## config.mk

```make
export PLATFORM = sky130hd
export DESIGN_NAME = rx_fifo_irq_ctrl
export DESIGN_NICKNAME = d
export VERILOG_FILES = /design/src/rtl/rx_fifo_pkg.sv /design/src/rtl/rx_fifo_store.sv /design/src/rtl/rx_idle_timer.sv /design/src/rtl/rx_flag_ctrl.sv /design/src/rtl/rx_fifo_irq_ctrl.sv
export SDC_FILE = /design/constraint.sdc
export NUM_CORES = 1
export LEC_CHECK = 0
export ABC_AREA = 1
export BUFFER_PORTS_ARGS = -buffer_cell sky130_fd_sc_hd__buf_2
export CAP_MARGIN = 20
export CELL_PAD_IN_SITES_DETAIL_PLACEMENT = 1
export CELL_PAD_IN_SITES_GLOBAL_PLACEMENT = 2
export CORE_MARGIN = 5
export CORE_UTILIZATION = 40
export DETAILED_ROUTE_END_ITERATION = 8
export PLACE_DENSITY_LB_ADDON = 0.1
export REMOVE_ABC_BUFFERS = 1
export SKIP_CTS_REPAIR_TIMING = 1
export SLEW_MARGIN = 5
export SYNTH_ARGS = -nofsm -noshare
export SYNTH_HDL_FRONTEND = slang
export SYNTH_HIERARCHICAL = 1
export SYNTH_SLANG_ARGS = --single-unit
export TNS_END_PERCENT = 50
```

## constraint.sdc

```tcl
create_clock -name clk -period 6.9 [get_ports clk]
set_input_delay 1.725 -clock clk [delete_from_list [all_inputs] [get_ports clk]]
set_output_delay 1.725 -clock clk [all_outputs]
set_load 0.005 [all_outputs]
```

## src/rtl/rx_fifo_pkg.sv

```systemverilog
package rx_fifo_pkg;
  typedef struct packed {
    logic push;     // word accepted into storage
    logic pop;      // word removed by processor
    logic ovr_hit;  // word arrived with storage at capacity
  } rx_evt_t;
endpackage

```

## src/rtl/rx_fifo_store.sv

```systemverilog
module rx_fifo_store #(
  parameter int DATA_W = 9,
  parameter int DEPTH  = 64,
  parameter int CNT_W  = $clog2(DEPTH + 1)
) (
  input  logic              clk,
  input  logic              rst,
  input  logic              push,
  input  logic              pop,
  input  logic [DATA_W-1:0] wr_data,
  output logic [DATA_W-1:0] rd_data,
  output logic [CNT_W-1:0]  count
);
  localparam int ADDR_W = (DEPTH > 1) ? $clog2(DEPTH) : 1;
  localparam logic [ADDR_W-1:0] LAST = ADDR_W'(DEPTH - 1);

  logic [DATA_W-1:0] mem [DEPTH];
  logic [ADDR_W-1:0] wr_ptr, rd_ptr, wr_nxt, rd_nxt;

  generate
    if ((DEPTH & (DEPTH - 1)) == 0) begin : g_pow2
      assign wr_nxt = wr_ptr + 1'b1;
      assign rd_nxt = rd_ptr + 1'b1;
    end else begin : g_wrap
      assign wr_nxt = (wr_ptr == LAST) ? '0 : wr_ptr + 1'b1;
      assign rd_nxt = (rd_ptr == LAST) ? '0 : rd_ptr + 1'b1;
    end
  endgenerate

  always_ff @(posedge clk) begin
    if (push) mem[wr_ptr] <= wr_data;
  end

  always_ff @(posedge clk) begin
    if (rst)      rd_data <= '0;
    else if (pop) rd_data <= mem[rd_ptr];
  end

  always_ff @(posedge clk) begin
    if (rst) begin
      wr_ptr <= '0;
      rd_ptr <= '0;
      count  <= '0;
    end else begin
      if (push) wr_ptr <= wr_nxt;
      if (pop)  rd_ptr <= rd_nxt;
      case ({push, pop})
        2'b10:   count <= count + 1'b1;
        2'b01:   count <= count - 1'b1;
        default: count <= count;
      endcase
    end
  end
endmodule

```

## src/rtl/rx_idle_timer.sv

```systemverilog
module rx_idle_timer #(
  parameter int IDLE_TICKS = 8
) (
  input  logic clk,
  input  logic rst,
  input  logic armed,
  input  logic activity,
  input  logic baud_tick,
  output logic hit
);
  localparam int TW = $clog2(IDLE_TICKS + 1);
  localparam logic [TW-1:0] LIMIT = TW'(IDLE_TICKS);

  logic [TW-1:0] ticks;
  logic          restart;

  assign restart = activity || !armed;
  assign hit     = !restart && baud_tick && (ticks == LIMIT);

  always_ff @(posedge clk) begin
    if (rst || restart)  ticks <= '0;
    else if (baud_tick)  ticks <= (ticks == LIMIT) ? '0 : ticks + 1'b1;
  end
endmodule

```

## src/rtl/rx_flag_ctrl.sv

```systemverilog
module rx_flag_ctrl
  import rx_fifo_pkg::*;
#(
  parameter int CNT_W = 7
) (
  input  logic             clk,
  input  logic             rst,
  input  rx_evt_t          evt,
  input  logic [CNT_W-1:0] count,
  input  logic [CNT_W-1:0] threshold,
  input  logic             idle_hit,
  input  logic             err_clr,
  input  logic             irq_en,
  output logic             full_flag,
  output logic             ovr_flag,
  output logic             irq
);
  logic drained, thr_hit, full_d, ovr_d;

  assign drained = evt.pop && !evt.push && (count == CNT_W'(1));
  assign thr_hit = (threshold != '0) && (count == threshold);
  assign full_d  = drained ? 1'b0 : (full_flag || thr_hit || idle_hit);
  assign ovr_d   = evt.ovr_hit ? 1'b1 : (err_clr ? 1'b0 : ovr_flag);

  always_ff @(posedge clk) begin
    if (rst) begin
      full_flag <= 1'b0;
      ovr_flag  <= 1'b0;
      irq       <= 1'b0;
    end else begin
      full_flag <= full_d;
      ovr_flag  <= ovr_d;
      irq       <= irq_en && (full_d || ovr_d);
    end
  end
endmodule

```

## src/rtl/rx_fifo_irq_ctrl.sv

```systemverilog
module rx_fifo_irq_ctrl
  import rx_fifo_pkg::*;
#(
  parameter int DATA_W     = 9,
  parameter int DEPTH      = 64,
  parameter int IDLE_TICKS = 8,
  localparam int CNT_W     = $clog2(DEPTH + 1)
) (
  input  logic              clk,
  input  logic              rst,
  input  logic              word_valid,
  input  logic [DATA_W-1:0] word_data,
  input  logic              rd_stb,
  input  logic              fifo_en,
  input  logic              idle_en,
  input  logic              irq_en,
  input  logic [CNT_W-1:0]  threshold,
  input  logic              baud_tick,
  input  logic              err_clr,
  output logic [DATA_W-1:0] rd_data,
  output logic [CNT_W-1:0]  count,
  output logic              full_flag,
  output logic              ovr_flag,
  output logic              irq
);
  localparam logic [CNT_W-1:0] CAP = CNT_W'(DEPTH);

  rx_evt_t evt;
  logic    at_cap, empty, idle_armed, idle_hit;

  assign at_cap      = (count == CAP);
  assign empty       = (count == '0);
  assign evt.push    = word_valid && !at_cap;
  assign evt.pop     = rd_stb && !empty;
  assign evt.ovr_hit = word_valid && at_cap;

  assign idle_armed = idle_en && fifo_en && !empty && !full_flag &&
                      ((threshold == '0) || (count < threshold));

  rx_fifo_store #(.DATA_W(DATA_W), .DEPTH(DEPTH), .CNT_W(CNT_W)) u_store (
    .clk     (clk),
    .rst     (rst),
    .push    (evt.push),
    .pop     (evt.pop),
    .wr_data (word_data),
    .rd_data (rd_data),
    .count   (count)
  );

  rx_idle_timer #(.IDLE_TICKS(IDLE_TICKS)) u_idle (
    .clk       (clk),
    .rst       (rst),
    .armed     (idle_armed),
    .activity  (word_valid || rd_stb),
    .baud_tick (baud_tick),
    .hit       (idle_hit)
  );

  rx_flag_ctrl #(.CNT_W(CNT_W)) u_flags (
    .clk       (clk),
    .rst       (rst),
    .evt       (evt),
    .count     (count),
    .threshold (threshold),
    .idle_hit  (idle_hit),
    .err_clr   (err_clr),
    .irq_en    (irq_en),
    .full_flag (full_flag),
    .ovr_flag  (ovr_flag),
    .irq       (irq)
  );
endmodule

```

# Word level (Yosys, flattened, before mapping)
# Memory sizes are Yosys's and may differ from the RTL's. A register that Yosys moved wholly into a read port is not among the register bits.
# Index checks and enable logic that the tools add are counted.
# W data, S select, Z words.
[word_totals]
regBits = 26
ramBits = 576
input_bits = 25
out_inout_bits = 19
elab_cells = 57
memories = 1
[op_classes]
add_sub_neg = 5
n_lt_le_gt_ge = 1
n_eq_ne = 6
mux = 7
reduce_logical = 30
[mem_list]
columns = ["memory", "depth", "width", "read_ports", "rd_ports_with_merged_regs", "write_ports", "line_no", "rtl"]
rows = [
  ["u_store.mem", 64, 9, 1, 1, 1, "rx_fifo_store.sv:17", "logic [DATA_W-1:0] mem [DEPTH];"],
]
[op_table]
columns = ["operator", "count"]
rows = [
  ["$logic_not A7 Y1", 2],
  ["$pmux W7 S2", 1],
  ["$logic_and A1 B1 Y1", 13],
  ["$add A6 B1 Y6 const B", 2],
  ["$add A7 B1 Y7 const B", 1],
  ["$eq A7 B1 Y1 const B", 1],
  ["$eq A7 B7 Y1", 1],
  ["$eq A7 B7 Y1 const B", 1],
  ["$logic_or A1 B1 Y1", 7],
  ["$lt A7 B7 Y1", 1],
  ["$reduce_bool A7 Y1", 1],
  ["$sub A7 B1 Y7 const B", 1],
  ["$logic_not A1 Y1", 6],
  ["$mux W1", 5],
  ["$add A4 B1 Y4 const B", 1],
  ["$eq A4 B4 Y1 const B", 1],
  ["$mux W4", 1],
  ["$eq A2 B1 Y1 const B", 1],
  ["$eq A2 B2 Y1 const B", 1],
  ["$reduce_bool A2 Y1", 1],
]

# Depth between registers and ports, before layout
# Gate-level depths: netlist of the first run.
[depth]
ltp_word = 14
mapped_depth = 17

# By module
# Netlist of the first run, hierarchy kept.
[by_module_without_submodules]
columns = ["mod", "instances", "cells_per_inst", "area_per_inst_um2"]
rows = [
  ["rx_fifo_store", 1, 2225, 24750.0],
  ["rx_flag_ctrl", 1, 56, 289.0],
  ["rx_fifo_irq_ctrl", 1, 55, 270.3],
  ["rx_idle_timer", 1, 32, 219.0],
]

# Least setup slack after synthesis of the first run
# Ideal clock, no wire load.
[synth_path]
path_kind = "input to register"
from = "input word_valid"
to = "register u_store.count[5]"
t_arrival_ps = 3392
t_required_ps = 6785
path_slack_ps = 3393
path_stages = 13
cell_sequence = "inv_1 > a21oi_1 > inv_1 > ha_1 > buf_2 > xnor2_1 > o21ai_0 > a21oi_1 > nand2_1 > nand2_1 > nand2_1 > o21ai_0 > inv_1"
[synth_lines]
columns = ["element", "line_no", "rtl"]
rows = [
  ["start, declared", "rx_fifo_irq_ctrl.sv:11", "input logic word_valid,"],
  ["end signal, assigned", "rx_fifo_store.sv:48", "2'b10: count <= count + 1'b1;"],
  ["end signal, assigned", "rx_fifo_store.sv:49", "2'b01: count <= count - 1'b1;"],
  ["end signal, assigned", "rx_fifo_store.sv:50", "default: count <= count;"],
  ["end, declared", "rx_fifo_store.sv:12", "output logic [CNT_W-1:0] count"],
]

==> run metrics, run 1 <==
status complete, no violations; Pleak 10.71 nW; first-pass GRT wire length 114,400 µm; Post-DP HPWL 45,810 µm; worst slew pin tran 1.075 ns; Residual DRC 0; Mapped Area 0.02553 mm²; DIE HEIGHT 262.6 µm; Starting Density 40.40%; Met1 Wirelength 35,100 µm; crit path max fanout 14; CTS sink count 611; CTS tree built; Setup violations, final 0; Final Hold Vio Count 0; fin worst setup slack 3.450 ns; Clock Skews 0.02173 ns; Die X 262.6 µm; largest net degree at the start of global routing 166; Bufs on Longest Clock Path 3; all-layer global routing usage 21.80%; Async SR Flop Fraction 0%; Pre-antenna DRT Iters 6; Synth Flop Type edfxtp_1; unrepaired setup endpoints after global routing no; critical path type primary input to flop; synthesized area per cell 10.78 µm²; WL final 76,790 µm; CTS Buf Count 69; clock-pin slew on the worst setup and hold paths 0.06 ns; io pins 44; Worst path slowest cell nor2_1; grt total ovfl 0; CORE AREA 0.06320 mm²; antenna viol nets, final 0; Clk Latency, worst-skew pair 0.60 ns; Critical Path, Cell by Cell buf_2, inv_1, a21oi_1, buf_4, nand3_1, nor2_1; total power 9.655 mW; most common library cell in the layout ignoring fill and taps nand2_1; H-tree depth reported by CTS 3; final worst path period share 50.00%; Place WS 2.810 ns; Rows 92; synthesized flop and latch total 611; vias in the first global route 17.69k; Max-slew headroom 28.14%; Critical Path Max Stage Delay 0.86 ns; Req. time, crit path 7.11 ns; Via Count 17.41k; final net count 2,424; Seq/Total Area, Yosys 70.50%; # diodes 0; Area Overhead vs Synth 11.91%; DR WL/cell 23.38 µm; global placer's final weighted congestion 0.7741; Final Max Slew Viols 0; DR vias/cell 5.303; PwrDens 337.9 mW/mm²; Startpoint Class primary input; metal3 WL 4411 µm; layout cells sized above 1 7.465%; DR top layer met4; Synth warnings 6; initial antenna violation count 0; IO buf count 43; Netlist cell types 31; Met2 Routed Length 35,640 µm; Min Clock Period, post-route 3.450 ns; Hold WC Path Type flop to flop; clock root cell clkbuf_16; most frequent cells in the layout nand2_1, edfxtp_1, nand3_1; Critical Path AT 3.66 ns; Critical Path Sink Type flop; fillers 6,775; VDD IR-drop max 231.5 µV; synthesized instance count 2,368; Highest Clock Rate 289.9 MHz; Total Die Area 0.06897 mm²; drt initial violations 1,469; Max-cap violations 0; number of synthesized flops with an enable pin 576
[final timing paths]
path	start	to	slack, ns	cells past startpoint
max	word_valid	u_store/mem[36][7]	3.45	6
min	u_idle/ticks[3]	u_idle/ticks[3]	0.49	2
max reg2reg	u_store/rd_ptr[1]	u_store/rd_data[1]	3.62	12
min reg2reg	u_idle/ticks[3]	u_idle/ticks[3]	0.49	2
[flip-flops by register name, summed over array words and instances, names as in the netlist]
register	cells
u_flags/full_flag	1
u_store/rd_data	9
u_store/count	7
u_idle/ticks	4
u_store/mem	576
u_flags/irq	1
u_flags/ovr_flag	1
u_store/rd_ptr	6
u_store/wr_ptr	6
[synthesized netlist by cell type, types with 2 or more instances]
cell,count,area (µm²)
nor3_1,12,60.06
nor2_2,4,25.02
buf_1,9,33.78
nand2_1,927,3480
buf_4,7,52.55
nor3b_1,2,15.01
inv_2,5,18.77
dfxtp_1,35,700.7
inv_1,68,255.2
a21oi_1,92,460.4
edfxtp_1,576,17300
ha_1,13,162.7
nand4_1,4,25.02
o21ai_0,9,45.04
xnor2_1,6,52.55
nand3_1,342,1712
xor2_1,6,52.55
nor2_1,137,514.2
clkbuf_1,31,116.4
buf_2,72,360.4
[critical path, delay by kind of cell]
family	cells	cell delay, ns
AND/OR/NAND/NOR	2	1.46
buffers and inverters	3	0.33
AO/OA/AOI/OAI	1	0.12
[power breakdown]
group / total, mW / switching [mW] / internal (mW)
clock: 3.47 / 1.45 / 2.02
sequential: 4.27 / 0.150 / 4.12
combinational: 1.91 / 1.39 / 0.520
total: 9.65 / 2.99 / 6.66
[metrics by stage]
step	instances	cell area, µm²	TNS, ns	hold slack (ns)	util, %
2_1_floorplan	2248	24950	-34.48	0.4624	-
3_3_place_gp	3161	26450	0	0.4821	41.86
3_5_place_dp	3161	26450	0	0.4907	41.86
4_1_cts	3284	28570	0	0.4987	45.21
5_1_grt	3284	28570	0	0.5394	45.21
6_report	3284	28570	0	0.4903	45.21
[per-layer routing]
layer,vias to the layer above,GRT usage [%]
met3,96,3.558
met1,8794,31.38
met4,0,5.808
met2,420,34.74
li1,8104,-
met5,-,0
[layout make-up]
type	count	area (µm²)	share of cell area (%)
clock buffer	79	1807	6.324
multi-input combinational	1564	6685	23.40
inverter	73	281.5	0.9854
timing repair buffer	67	420.4	1.471
tap	846	1059	3.705
clock inverter	44	311.5	1.090
sequential	611	18010	63.02
[cell families after synthesis]
kind of cell	after synthesis	synth area share, %
AND/OR/NAND/NOR	1433	23.01
flip-flops	611	70.50
buffers and inverters	193	3.323
AO/OA/AOI/OAI	106	2.122
adder cells (fa/ha/maj)	13	0.6372
XOR/XNOR	12	0.4117
(Power assumes the default switching activity.)
==> run 2, diff against run 1 <==
--- a/config.mk
+++ b/config.mk
@@ -5,7 +5,7 @@
 export SDC_FILE = /design/constraint.sdc
 export NUM_CORES = 1
 export LEC_CHECK = 0
-export ABC_AREA = 1
+export ABC_AREA = 0
 export BUFFER_PORTS_ARGS = -buffer_cell sky130_fd_sc_hd__buf_2
 export CAP_MARGIN = 20
 export CELL_PAD_IN_SITES_DETAIL_PLACEMENT = 1
==> constraint.sdc (replaced) <==
create_clock -name clk -period 2.95 [get_ports clk]
set_input_delay 0.7375 -clock clk [delete_from_list [all_inputs] [get_ports clk]]
set_output_delay 0.7375 -clock clk [all_outputs]
set_load 0.005 [all_outputs]
==> run 2 against run 1 <==
Net effect:
- the flow now finishes with violations (setup timing)
- clock skew fell by 0.0012 ns
- utilization up 2.2 points
- die area shrank 4.3%
- sequential power rose by 130%
- highest routed layer unchanged
- worst hold slack better by 0.0010 ns
==> run metrics, run 2 <==
status finished with violations; failing checks setup timing; number of synthesized flops with an enable pin 576 (unchanged); most common library cell in the layout ignoring fill and taps edfxtp_1; clock root cell clkbuf_16; IO buf count 43 (unchanged); Synth warnings 6 (unchanged); CORE AREA 0.06036 mm² (-4.5%); first-pass GRT wire length 94,000 µm (-18%); DR WL/cell 27.56 µm (+18%); multi-input combinational cell area 0.006008 mm² (-10%); layout cells sized above 1 28.36% (+21 points); Area Overhead vs Synth 17.30%; initial antenna violation count 1 (+1); Internal 16.01 mW (+140%); vias in the first global route 13.87k (-22%); worst slew pin tran 0.7659 ns (-0.3095 ns); Placed Instances 2,174 (-31%); Final Hold Vio Count 0 (unchanged); Via Count 12.68k (-27%); Die X 256.9 µm (-2.2%); Max-cap violations 0 (unchanged); Min Clock Period, post-route 3.045 ns; Pre-antenna DRT Iters 5 (-1); Synth top area share 70.91% (+3.2 points); most frequent cells in the layout edfxtp_1, mux4_2, buf_4; synthesized instance count 1,289 (-46%); Critical Path Sink Type flop; register area 0.01800 mm² (about the same); Async SR Flop Fraction 0% (unchanged); Reg-to-Reg Start u_store/count[1]; Post-synth top cells edfxtp_1, mux4_2, nor2_1; # diodes 0 (unchanged); synthesized flop and latch total 611 (unchanged); DR vias/cell 5.519 (+4.1%); Reg power frac 45.5% (+1.3 points); grt total ovfl 0 (unchanged); Clock Power Share 37.1% (+1.1 points); largest net degree at the start of global routing 65 (-61%); Residual DRC 0 (unchanged); Mapped Area 0.02439 mm² (-4.5%); CTS sink count 611 (unchanged); Final Max Slew Viols 0 (unchanged); Largest regs u_store/mem (576), u_store/rd_data (9), u_store/count (7); CTS Buf Count 67 (-2.9%); Critical Path AT 3.57 ns (-0.09 ns); Seq/Total Area, Yosys 73.79% (+3.3 points); Bufs on Longest Clock Path 3 (unchanged); Startpoint Class flop; Synth Flop Type edfxtp_1; Clk Latency, worst-skew pair 0.60 ns (about the same); CTS tree built; Hold WC Path Type flop to flop; count leader, synth edfxtp_1; hold_sp u_idle/ticks[3]; Max-slew headroom 48.94% (+21 points); r2r endpoint u_store/count[4]; Yosys top cell by area edfxtp_1; clock-pin slew on the worst setup and hold paths 0.06 ns (about the same); Clock Skews 0.02052 ns (-0.001210 ns); Pleak 9.177 nW (-14%); fillers 5,611 (-17%); Req. time, crit path 3.47 ns (-3.64 ns); final worst path period share 103.2%; Hold Crit Depth 2 (unchanged); Starting Density 40.41% (about the same); Setup violations, final 2 (+2); Netlist cell types 63 (+100%); hold path endpoint u_idle/ticks[3]; Comb power frac 17.4% (-2.4 points); crit path from u_store/count[1]; DIE HEIGHT 256.9 µm (-2.2%); antenna viol nets, final 0 (unchanged); switching power 5.626 mW (+88%); worst r2r path cells 12 (unchanged); global placer's final weighted congestion 0.8136 (+5.1%); Largest register FFs 576 (unchanged); PwrDens 756.3 mW/mm² (+120%); all-layer global routing usage 19.31% (-2.5 points); WL final 63,340 µm (-18%); drt initial violations 811 (-45%); Rows 90 (-2.2%); fin worst setup slack -0.09490 ns (-3.545 ns); Post-DP HPWL 41,250 µm (-10%); Synth area leaders edfxtp_1, mux4_2, dfxtp_1, mux2i_1, nor2_1; io pins 44 (unchanged); setup tns final -0.1460 ns (-0.1460 ns); register-to-register setup slack -0.09 ns (-3.71 ns); synthesized area per cell 18.92 µm² (+76%); final std cells w/o fill 2,298 (-30%); critical path type flop to flop; Total Die Area 0.06602 mm² (-4.3%); Biggest register u_store/mem; crit path max fanout 3 (-11); VDD IR-drop max 539.6 µV (+130%); unrepaired setup endpoints after global routing yes; H-tree depth reported by CTS 3 (unchanged); Highest Clock Rate 328.4 MHz; Net Sw Frac 26.00% (-5.0 points); final net count 1,501 (-38%)
-- run 2: cell count changes after synthesis, moves of 9 or more --
cell | before | now
o31a_1 | 0 | 9
inv_1 | 68 | 13
buf_2 | 72 | 20
mux4_2 | 0 | 120
o221ai_1 | 0 | 9
nand3_1 | 342 | 14
nand2b_1 | 0 | 11
a21oi_1 | 92 | 34
a22oi_1 | 0 | 36
mux2i_1 | 0 | 49
a22o_1 | 0 | 9
nor2_1 | 137 | 116
nand2_1 | 927 | 25
-- run 2: cells by family after synthesis --
logic type,count (synthesis),share of synthesized area (%)
AND/OR/NAND/NOR,230,4.576
AO/OA/AOI/OAI,152,4.643
multiplexers,175,13.74
XOR/XNOR,20,0.7182
buffers and inverters,88,1.872
adder cells (fa/ha/maj),13,0.6669
flip-flops,611,73.79
-- run 2: per-stage QoR --
step | setup WS (ns) | cell area, µm² | hold slack (ns) | utilization, % | power [mW]
after floorplan | -4.060 | 23980 | 0.4539 | - | 12.28
after detailed placement | -0.2062 | 26450 | 0.4880 | 43.81 | 13.74
after CTS | -0.1940 | 28530 | 0.4670 | 47.28 | 21.83
final | -0.09490 | 28610 | 0.4914 | 47.40 | 21.64
after global routing | -0.2603 | 28610 | 0.5070 | 47.40 | 22.65
after global placement | -0.1512 | 26450 | 0.4720 | 43.81 | 13.68
-- run 2: layout make-up --
cell class	count	area share, %
Clock inverter	34	1.019
Timing Repair Buffer	180	5.178
Tap cell	782	3.420
Clock buffer	88	6.284
Multi-Input combinational cell	590	21.00
Inverter	13	0.1706
Sequential cell	611	62.93
-- run 2: how the worst max path moves through the flow --
stage,endpoint,slack (ns),depth (start not counted)
floorplan,u_store/rd_data[1],-4.06,5
global placement,u_store/count[6],-0.15,12
detailed placement,u_store/count[6],-0.21,12
CTS,u_store/count[4],-0.19,12
global route,u_store/count[4],-0.26,12
finish,u_store/count[4],-0.09,12
-- run 2: routing by layer --
layer	share of wire (%)	track usage, %	vias to the layer above
met1	44	26.34	6749
met4	2.0	5.234	0
li1	-	-	5611
met2	50	32.40	241
met3	4.0	3.402	81
met5	0	0	-
-- run 2: power groups by stage --
stage	registers (mW)	clock network, mW	logic (mW)
final	9.86	8.02	3.76
after global routing	9.87	8.68	4.09
after CTS	9.85	8.26	3.72
after detailed placement	10.0	0	3.71
after global placement	10.0	0	3.66
after floorplan	10.2	0	2.05
-- run 2: worst max-delay path, stage by stage, from the launching register on --
cell	delay [ns]
dfxtp_1	0.31
or4_4	0.57
nor4_4	0.27
nor2b_2	0.11
ha_2	0.19
xor2_1	0.14
ha_2	0.21
a21oi_4	0.13
o21ai_1	0.09
a221o_1	0.37
xnor2_1	0.15
or3_1	0.32
a21oi_2	0.11
